### config.mk
export PLATFORM = sky130hd
export DESIGN_NAME = evirq_top
export DESIGN_NICKNAME = d
export VERILOG_FILES = /design/src/rtl/evirq_pkg.sv /design/src/rtl/evirq_wmark.sv /design/src/rtl/evirq_status.sv /design/src/rtl/evirq_mask.sv /design/src/rtl/evirq_top.sv
export SDC_FILE = /design/constraint.sdc
export NUM_CORES = 1
export LEC_CHECK = 0
export BUFFER_PORTS_ARGS = -buffer_cell sky130_fd_sc_hd__buf_2
export CORE_MARGIN = 4
export CORE_UTILIZATION = 40
export CTS_BUF_LIST = sky130_fd_sc_hd__clkbuf_8 sky130_fd_sc_hd__clkbuf_16
export DETAILED_ROUTE_END_ITERATION = 8
export GPL_ROUTABILITY_DRIVEN = 0
export HOLD_SLACK_MARGIN = 0.1
export PLACE_DENSITY_LB_ADDON = 0.05
export SLEW_MARGIN = 5
export SYNTH_ARGS = -nofsm -noshare
export SYNTH_HDL_FRONTEND = slang
export SYNTH_HIERARCHICAL = 1
export SYNTH_SLANG_ARGS = --single-unit
### constraint.sdc
create_clock -name clk -period 1.5 [get_ports clk]
set_input_delay 0.3 -clock clk [delete_from_list [all_inputs] [get_ports clk]]
set_output_delay 0.3 -clock clk [all_outputs]
set_load 0.1 [all_outputs]
### src/rtl/evirq_pkg.sv
package evirq_pkg;
    localparam int NUM_SRC = 7;
    localparam int DATA_W  = 32;
    localparam int ADDR_W  = 6;
    localparam int LVL_W   = 8;

    localparam logic [ADDR_W-1:0] OFS_STAT = 6'h04;
    localparam logic [ADDR_W-1:0] OFS_SETM = 6'h08;
    localparam logic [ADDR_W-1:0] OFS_CLRM = 6'h0C;
    localparam logic [ADDR_W-1:0] OFS_MASK = 6'h10;
    localparam logic [ADDR_W-1:0] OFS_WMRK = 6'h28;

    // bit positions shared by status and mask
    localparam int B_AUX0  = 0;
    localparam int B_FAULT = 1;
    localparam int B_TXLOW = 2;
    localparam int B_TXFUL = 3;
    localparam int B_RXNE  = 4;
    localparam int B_AUX1  = 5;
    localparam int B_AUX2  = 6;

    typedef enum logic [2:0] {
        SEL_NONE, SEL_STAT, SEL_SETM, SEL_CLRM, SEL_MASK, SEL_WMRK
    } reg_sel_e;

    typedef struct packed {
        logic [NUM_SRC-1:0] stat_clr;
        logic [NUM_SRC-1:0] mask_set;
        logic [NUM_SRC-1:0] mask_clr;
        logic               wm_we;
        logic [LVL_W-1:0]   wm_val;
    } wr_cmd_t;

    function automatic reg_sel_e decode(input logic [ADDR_W-1:0] a);
        case (a)
            OFS_STAT: decode = SEL_STAT;
            OFS_SETM: decode = SEL_SETM;
            OFS_CLRM: decode = SEL_CLRM;
            OFS_MASK: decode = SEL_MASK;
            OFS_WMRK: decode = SEL_WMRK;
            default:  decode = SEL_NONE;
        endcase
    endfunction
endpackage

### src/rtl/evirq_wmark.sv
module evirq_wmark
    import evirq_pkg::*;
#(
    parameter int LW = LVL_W
)(
    input  logic          clk,
    input  logic          rst,
    input  logic          we,
    input  logic [LW-1:0] wdata,
    input  logic [LW-1:0] level,
    output logic [LW-1:0] wm_q,
    output logic          low
);
    localparam logic [LW-1:0] WM_RST = LW'(1);

    always_ff @(posedge clk) begin
        if (rst)     wm_q <= WM_RST;
        else if (we) wm_q <= wdata;
    end

    assign low = (level < wm_q);

    assert_wm_reset_R8: assert property (@(posedge clk) disable iff (rst)
        $past(rst) |-> (wm_q == WM_RST));
    assert_wm_hold_R8: assert property (@(posedge clk) disable iff (rst)
        !we |=> $stable(wm_q));
endmodule

### src/rtl/evirq_status.sv
module evirq_status
    import evirq_pkg::*;
#(
    parameter int N = NUM_SRC
)(
    input  logic         clk,
    input  logic         rst,
    input  logic [N-1:0] ev_set,
    input  logic [N-1:0] clr,
    output logic [N-1:0] stat_q
);
    for (genvar i = 0; i < N; i++) begin : g_bit
        always_ff @(posedge clk) begin
            if (rst)            stat_q[i] <= 1'b0;
            else if (ev_set[i]) stat_q[i] <= 1'b1;
            else if (clr[i])    stat_q[i] <= 1'b0;
        end
    end

    assert_set_wins_R3: assert property (@(posedge clk) disable iff (rst)
        (ev_set != '0) |=> ((stat_q & $past(ev_set)) == $past(ev_set)));
    assert_w1c_R2: assert property (@(posedge clk) disable iff (rst)
        ((clr & ~ev_set) != '0) |=> ((stat_q & $past(clr & ~ev_set)) == '0));
    assert_sticky_R1: assert property (@(posedge clk) disable iff (rst)
        (clr == '0) |=> ((stat_q & $past(stat_q)) == $past(stat_q)));
endmodule

### src/rtl/evirq_mask.sv
module evirq_mask
    import evirq_pkg::*;
#(
    parameter int N = NUM_SRC
)(
    input  logic         clk,
    input  logic         rst,
    input  logic [N-1:0] set_bits,
    input  logic [N-1:0] clr_bits,
    output logic [N-1:0] mask_q
);
    always_ff @(posedge clk) begin
        if (rst) mask_q <= '0;
        else     mask_q <= (mask_q | set_bits) & ~clr_bits;
    end

    assert_mask_set_R4: assert property (@(posedge clk) disable iff (rst)
        (set_bits != '0) |=> ((mask_q & $past(set_bits)) == $past(set_bits)));
    assert_mask_clr_R5: assert property (@(posedge clk) disable iff (rst)
        (clr_bits != '0) |=> ((mask_q & $past(clr_bits)) == '0));
    assert_mask_hold_R4: assert property (@(posedge clk) disable iff (rst)
        (set_bits == '0 && clr_bits == '0) |=> $stable(mask_q));
endmodule

### src/rtl/evirq_top.sv
module evirq_top
    import evirq_pkg::*;
(
    input  logic              clk,
    input  logic              rst,
    input  logic              wr_en_i,
    input  logic [ADDR_W-1:0] wr_addr_i,
    input  logic [DATA_W-1:0] wr_data_i,
    input  logic [ADDR_W-1:0] rd_addr_i,
    output logic [DATA_W-1:0] rd_data_o,
    input  logic              fault_i,
    input  logic              tx_full_i,
    input  logic              rx_nempty_i,
    input  logic [2:0]        aux_i,
    input  logic [LVL_W-1:0]  tx_level_i,
    output logic              irq_o
);
    wr_cmd_t            cmd;
    reg_sel_e           wsel, rsel;
    logic [NUM_SRC-1:0] ev, stat, mask;
    logic [LVL_W-1:0]   wm;
    logic               tx_low;

    always_comb begin
        wsel = wr_en_i ? decode(wr_addr_i) : SEL_NONE;
        cmd  = '0;
        case (wsel)
            SEL_STAT: cmd.stat_clr = wr_data_i[NUM_SRC-1:0];
            SEL_SETM: cmd.mask_set = wr_data_i[NUM_SRC-1:0];
            SEL_CLRM: cmd.mask_clr = wr_data_i[NUM_SRC-1:0];
            SEL_WMRK: begin
                cmd.wm_we  = 1'b1;
                cmd.wm_val = wr_data_i[LVL_W-1:0];
            end
            default: ;
        endcase
    end

    evirq_wmark u_wm (
        .clk(clk), .rst(rst), .we(cmd.wm_we), .wdata(cmd.wm_val),
        .level(tx_level_i), .wm_q(wm), .low(tx_low)
    );

    always_comb begin
        ev          = '0;
        ev[B_AUX0]  = aux_i[0];
        ev[B_FAULT] = fault_i;
        ev[B_TXLOW] = tx_low;
        ev[B_TXFUL] = tx_full_i;
        ev[B_RXNE]  = rx_nempty_i;
        ev[B_AUX1]  = aux_i[1];
        ev[B_AUX2]  = aux_i[2];
    end

    evirq_status u_st (
        .clk(clk), .rst(rst), .ev_set(ev), .clr(cmd.stat_clr), .stat_q(stat)
    );

    evirq_mask u_mk (
        .clk(clk), .rst(rst), .set_bits(cmd.mask_set),
        .clr_bits(cmd.mask_clr), .mask_q(mask)
    );

    always_ff @(posedge clk) begin
        if (rst) irq_o <= 1'b0;
        else     irq_o <= |(stat & mask);
    end

    always_comb begin
        rsel      = decode(rd_addr_i);
        rd_data_o = '0;
        case (rsel)
            SEL_STAT: rd_data_o = DATA_W'(stat);
            SEL_MASK: rd_data_o = DATA_W'(mask);
            SEL_WMRK: rd_data_o = DATA_W'(wm);
            default:  rd_data_o = '0;
        endcase
    end

    assert_irq_level_R7: assert property (@(posedge clk) disable iff (rst)
        1'b1 |=> (irq_o == |$past(stat & mask)));
    assert_irq_reset_R9: assert property (@(posedge clk) disable iff (rst)
        $past(rst) |-> (!irq_o && stat == '0 && mask == '0));
    assert_wo_read_R6: assert property (@(posedge clk) disable iff (rst)
        (rsel == SEL_SETM || rsel == SEL_CLRM) |-> (rd_data_o == '0));
endmodule

Word level (Yosys, flattened, before mapping):

Cells that the tools add are included.

* add/sub/neg operators: 0
* multipliers: 0
* divide/modulo/power cells: 0
* $lt $le $gt $ge: 1
* equality and inequality tests: 17
* shift-type cells: 0
* muxes and demuxes: 22
* bitwise operators: 4
* reductions and logical operators: 8

Operators by type and width (number)
* one-hot mux 3 bit (5 select lines): 2
* == test 6 x 4 -> 1 bit, second input constant: 4
* one-hot mux 8 bit (3 select lines): 1
* 2-to-1 mux 7 bit: 3
* bitwise AND 7 bit: 2
* 2-to-1 mux 1 bit: 14
* nonzero test 2 bit: 7
* == test 6 x 3 -> 1 bit, second input constant: 2
* == test 6 x 5 -> 1 bit, second input constant: 2
* == test 6 bit, second input constant: 2
* == test 3 bit, second input constant: 3
* 2-to-1 mux 9 bit: 1
* < comparator 8 bit: 1
* NOT 7 bit: 1
* OR 7 bit: 1
* OR reduction 7 bit: 1
* == test 3 x 1 -> 1 bit, second input constant: 2
* == test 3 x 2 -> 1 bit, second input constant: 2
* 2-to-1 mux 3 bit: 1

* bits in registers: 23
* latch bits: 0
* bits in writable memories: 0
* ROM bits: 0
* input bits: 61
* output and inout bits: 33
* memories kept: 0

Logic depth before layout (Yosys ltp):

* word-level depth: 7
* gate-level depth with buffers: 7

Hierarchy:

The synthesis kept the hierarchy.

Modules (own cells, without submodules)
* evirq_top: times used 1, cells each 100, area each 716.9 um2, seq. area each 20.0 um2
* evirq_wmark: times used 1, cells each 51, area each 459.2 um2, seq. area each 160.2 um2
* evirq_status: times used 1, cells each 28, area each 297.8 um2, seq. area each 140.1 um2
* evirq_mask: times used 1, cells each 21, area each 206.4 um2, seq. area each 140.1 um2

Least setup slack after synthesis:

OpenSTA, ideal clock, no wires.

* path kind: input -> output
* start point: input rd_addr_i[1]
* end point: output rd_data_o[0]
* arrival: 2434 ps
* slack: -1234 ps
* cell stages on the path: 3
* path through: or4_1 -> clkbuf_1 -> o2bb2ai_1

* word-level cells in the longest chain between the ends: 4
* elaborated cells between the ends (all ways): 10
* classes of those cells: eq/ne: 8; mux: 2

RTL lines
* from (decl): RTL line evirq_top.sv:9 `input logic [ADDR_W-1:0] rd_addr_i,`
* == test 6 bit (tied with other cells): RTL line evirq_pkg.sv:35 `case (a)`
* one-hot mux 3 bit (5 select lines) *: RTL line evirq_pkg.sv:35
* == test 3 bit or == test 3 x 1 -> 1 bit (tied branches): RTL line evirq_top.sv:72 `case (rsel)`
* one-hot mux 8 bit (3 select lines) *: RTL line evirq_top.sv:72
* to (decl): RTL line evirq_top.sv:10 `output logic [DATA_W-1:0] rd_data_o,`

Mark *: on every way between the ends. The rest lies on a longest branch, timed or not.

Worst setup path after layout:

* start point: input rd_addr_i[1]
* end point: output rd_data_o[6]

Same word-level chain as after synthesis.

==> qor.yml <==
outcome:
  run_status: "finished, violations left"
  violated_checks: "negative setup slack"
run:
  maxCapViolations: 0
timing:
  fin_ws_ps: -243.2
  setup_viol_count_final: 9
  timing.fmax_mhz: 573.6
  timing_max_transition_violations_final: 0
  finalClockSkew_ps: 8.553
  finalCriticalPeriod_ps: 1743
  fin_crit_sh: 1.162
  setup_repair_after_global_routing_missed_its_margin: "yes"
  fin_setup_tns_ps: -1751
  finalHoldViolCount: 0
worst_hold_path:
  timing.hold.worst_path_depth: 3
  holdCritStartpoint: "fault_i"
  hold_path_class: "input pin to flop"
clocking:
  tritoncts: "done"
  insertion_delay_ps: 270
  cts_sinks: 23
  clk_root_buffer_cell: "clkbuf_8"
  ctsHtreeMaxLevel: 1
  number_of_buffers_inserted_during_clock_tree_synthesis: 3
  clk_pin_slew_worst_paths_ps: 90
  clock_path_buffers: 2
global_route:
  grt-ovfl-total: 0
  grt_first_pass_wirelength_mm: 6.817
  maximum_number_of_pins_on_one_net_before_global_route_repair: 24
  antenna_found_initial: 0
  grt_pass1_vias: 1490
  grt_use_total: 0.1659
detailed_routing:
  vias: 1550
  drtPass1Iterations: 4
  post_drt_wl_per_cell_um: 13.38
  drtIter0Drc: 72
  postRouteWirelength_mm: 4.307
  route.detailed.vias_per_inst: 4.814
  detail-route-antenna-nets: 0
  drc: 0
worst_setup_path:
  critical_path_required_ps: 1200
  timing.critical_path.arrival_ps: 1440
  critPathCaptureType: "output port"
  crit_fanout: 7
  worstRegToRegCells: 7
  timing.critical_path.from: "rd_addr_i[1]"
  crit_path_start_kind: "input pin"
  critical_path.reg2reg.startpoint: "u_wm/wm_q[7]"
  worstSetupPathType: "input pin to output port"
yosys:
  synthTopCellsByCount: "buf_4 (25), dfxtp_1 (23), and2_1 (17), nor2_1 (17)"
  synth-warning-count: 6
  synth.yosys.seq_area_share: 0.2740
  synth.cell_area_mm2: 0.001680
  synthDominantCellAreaShare: 0.2740
  synth_most_common_cell: "buf_4"
  synth_largest_area_cell: "dfxtp_1"
  synth_async_sr_flop_share: 0
  syn_area_per_cell_um2: 8.402
  synth_flop_cell: "dfxtp_1"
  postSynthCellCount: 200
  register_bit_total_from_synthesis: 23
  yosys.cell_types.count: 37
  synth_area_leaders: "dfxtp_1 (27%), buf_4 (11%), and2_1 (6.3%), nand2b_4 (5.7%), ha_1 (5.2%)"
  synth_edf_count: 0
die:
  core_area_mm2: 0.004029
  rows: 23
  dieArea_mm2: 0.005302
  boundaryPins: 94
  start_util: 0.4171
  die_w_um: 72.82
  fp.dieH_um: 72.82
final_layout:
  layout-drive-gt1-share: 0.4007
  nets: 341
  layout-area-overhead-vs-synth_pct: 48.92
  filler_cell_count: 389
  antenna_cells_inserted: 0
place:
  detailed_place_hpwl_mm: 3.452
  numPortBuffers: 45
  dp_worst_slack_ps: -384.9
pwr:
  power.static_leakage_nw: 1.056
  power_density_mw_per_mm2: 620.5
  peakVddDrop_mv: 0.4759
-- critical path: stages --
cell and delay [ps]:
buf_6 90, or4_4 660, o2bb2ai_4 200, buf_12 190
-- area by class of cell --
class	instances	area [um^2]	share of cell area
clock inverters	1	5.005	0.002000
multi-input cells	156	1251	0.5000
clock buffers	3	41.29	0.01650
flip-flops and latches	23	461.7	0.1845
repair buffers	75	628.1	0.2510
well taps	50	62.56	0.02500
inverters	14	52.55	0.02100
-- sequential cells by signal (all words and copies together), names as in the netlist --
register / cells
irq_o: 1
u_mk/mask_q: 7
u_st/stat_q: 7
u_wm/wm_q: 8
-- timing repair --
action | 4_1_cts | 5_1_grt
hold buffers | 0 | 0
pin swaps | 3 | 1
buffers inserted | 1 | 0
setup endpoints to repair | 11 | 22
gates resized for setup | 4 | 10
gates cloned | 0 | 0
-- layer usage --
metal / vias to the layer above / global-route usage / share of wire
met4: 0 / 0.04918 / 0.012
met2: 51 / 0.2956 / 0.52
met3: 5 / 0.02479 / 0.063
met5: - / 0 / 0
li1: 790 / - / -
met1: 704 / 0.2049 / 0.41
-- layout by cell type, fill, tap and decap left out, types with 7 or more instances in the layout --
cell	instances
nand2b_4	7
a22oi_1	9
inv_1	14
o2bb2ai_4	7
buf_4	26
buf_12	10
nor3_1	13
conb_1	24
a21oi_1	9
dfxtp_1	22
nor2_1	15
and3_1	8
buf_2	33
mux2i_1	7
and2_1	15
-- path summary, 6_finish.rpt --
| check | end | slack, ps |
|---|---|---|
| min reg2reg | u_mk/mask_q[4] | 510 |
| max reg2reg | u_st/stat_q[2] | 180 |
| min | u_st/stat_q[1] | 250 |
| max | rd_data_o[6] | -240 |
-- stage by stage --
step | utilization | area (um^2) | hold slack, ps | power (W) | instances
after floorplan | - | 1937 | 369.1 | 0.001069 | 223
after global placement | 0.5876 | 2367 | 483.4 | 0.001146 | 317
after detailed placement | 0.5876 | 2367 | 492.9 | 0.001151 | 317
after CTS | 0.6056 | 2440 | 244.5 | 0.001554 | 322
after global routing | 0.6211 | 2502 | 254.8 | 0.001624 | 322
final | 0.6211 | 2502 | 247.5 | 0.001553 | 322
-- power breakdown --
group	internal [W]	switching [W]
Sequential	0.000625	0.0000156
Combinational	0.000135	0.000382
Clock	0.000186	0.000209
-- cells by family (layout without fill, tap and decap cells) --
logic type | after synthesis | count (layout) | share of synthesized area
flops | 23 | 23 | 0.2740
buf+inv | 44 | 93 | 0.1541
mux | 7 | 7 | 0.04170
other cells | 1 | 24 | 0.002232
simple gates | 83 | 83 | 0.3261
compound gates | 35 | 35 | 0.1497
fa+ha+maj | 7 | 7 | 0.05212
Power figures use the tool's default switching activity.
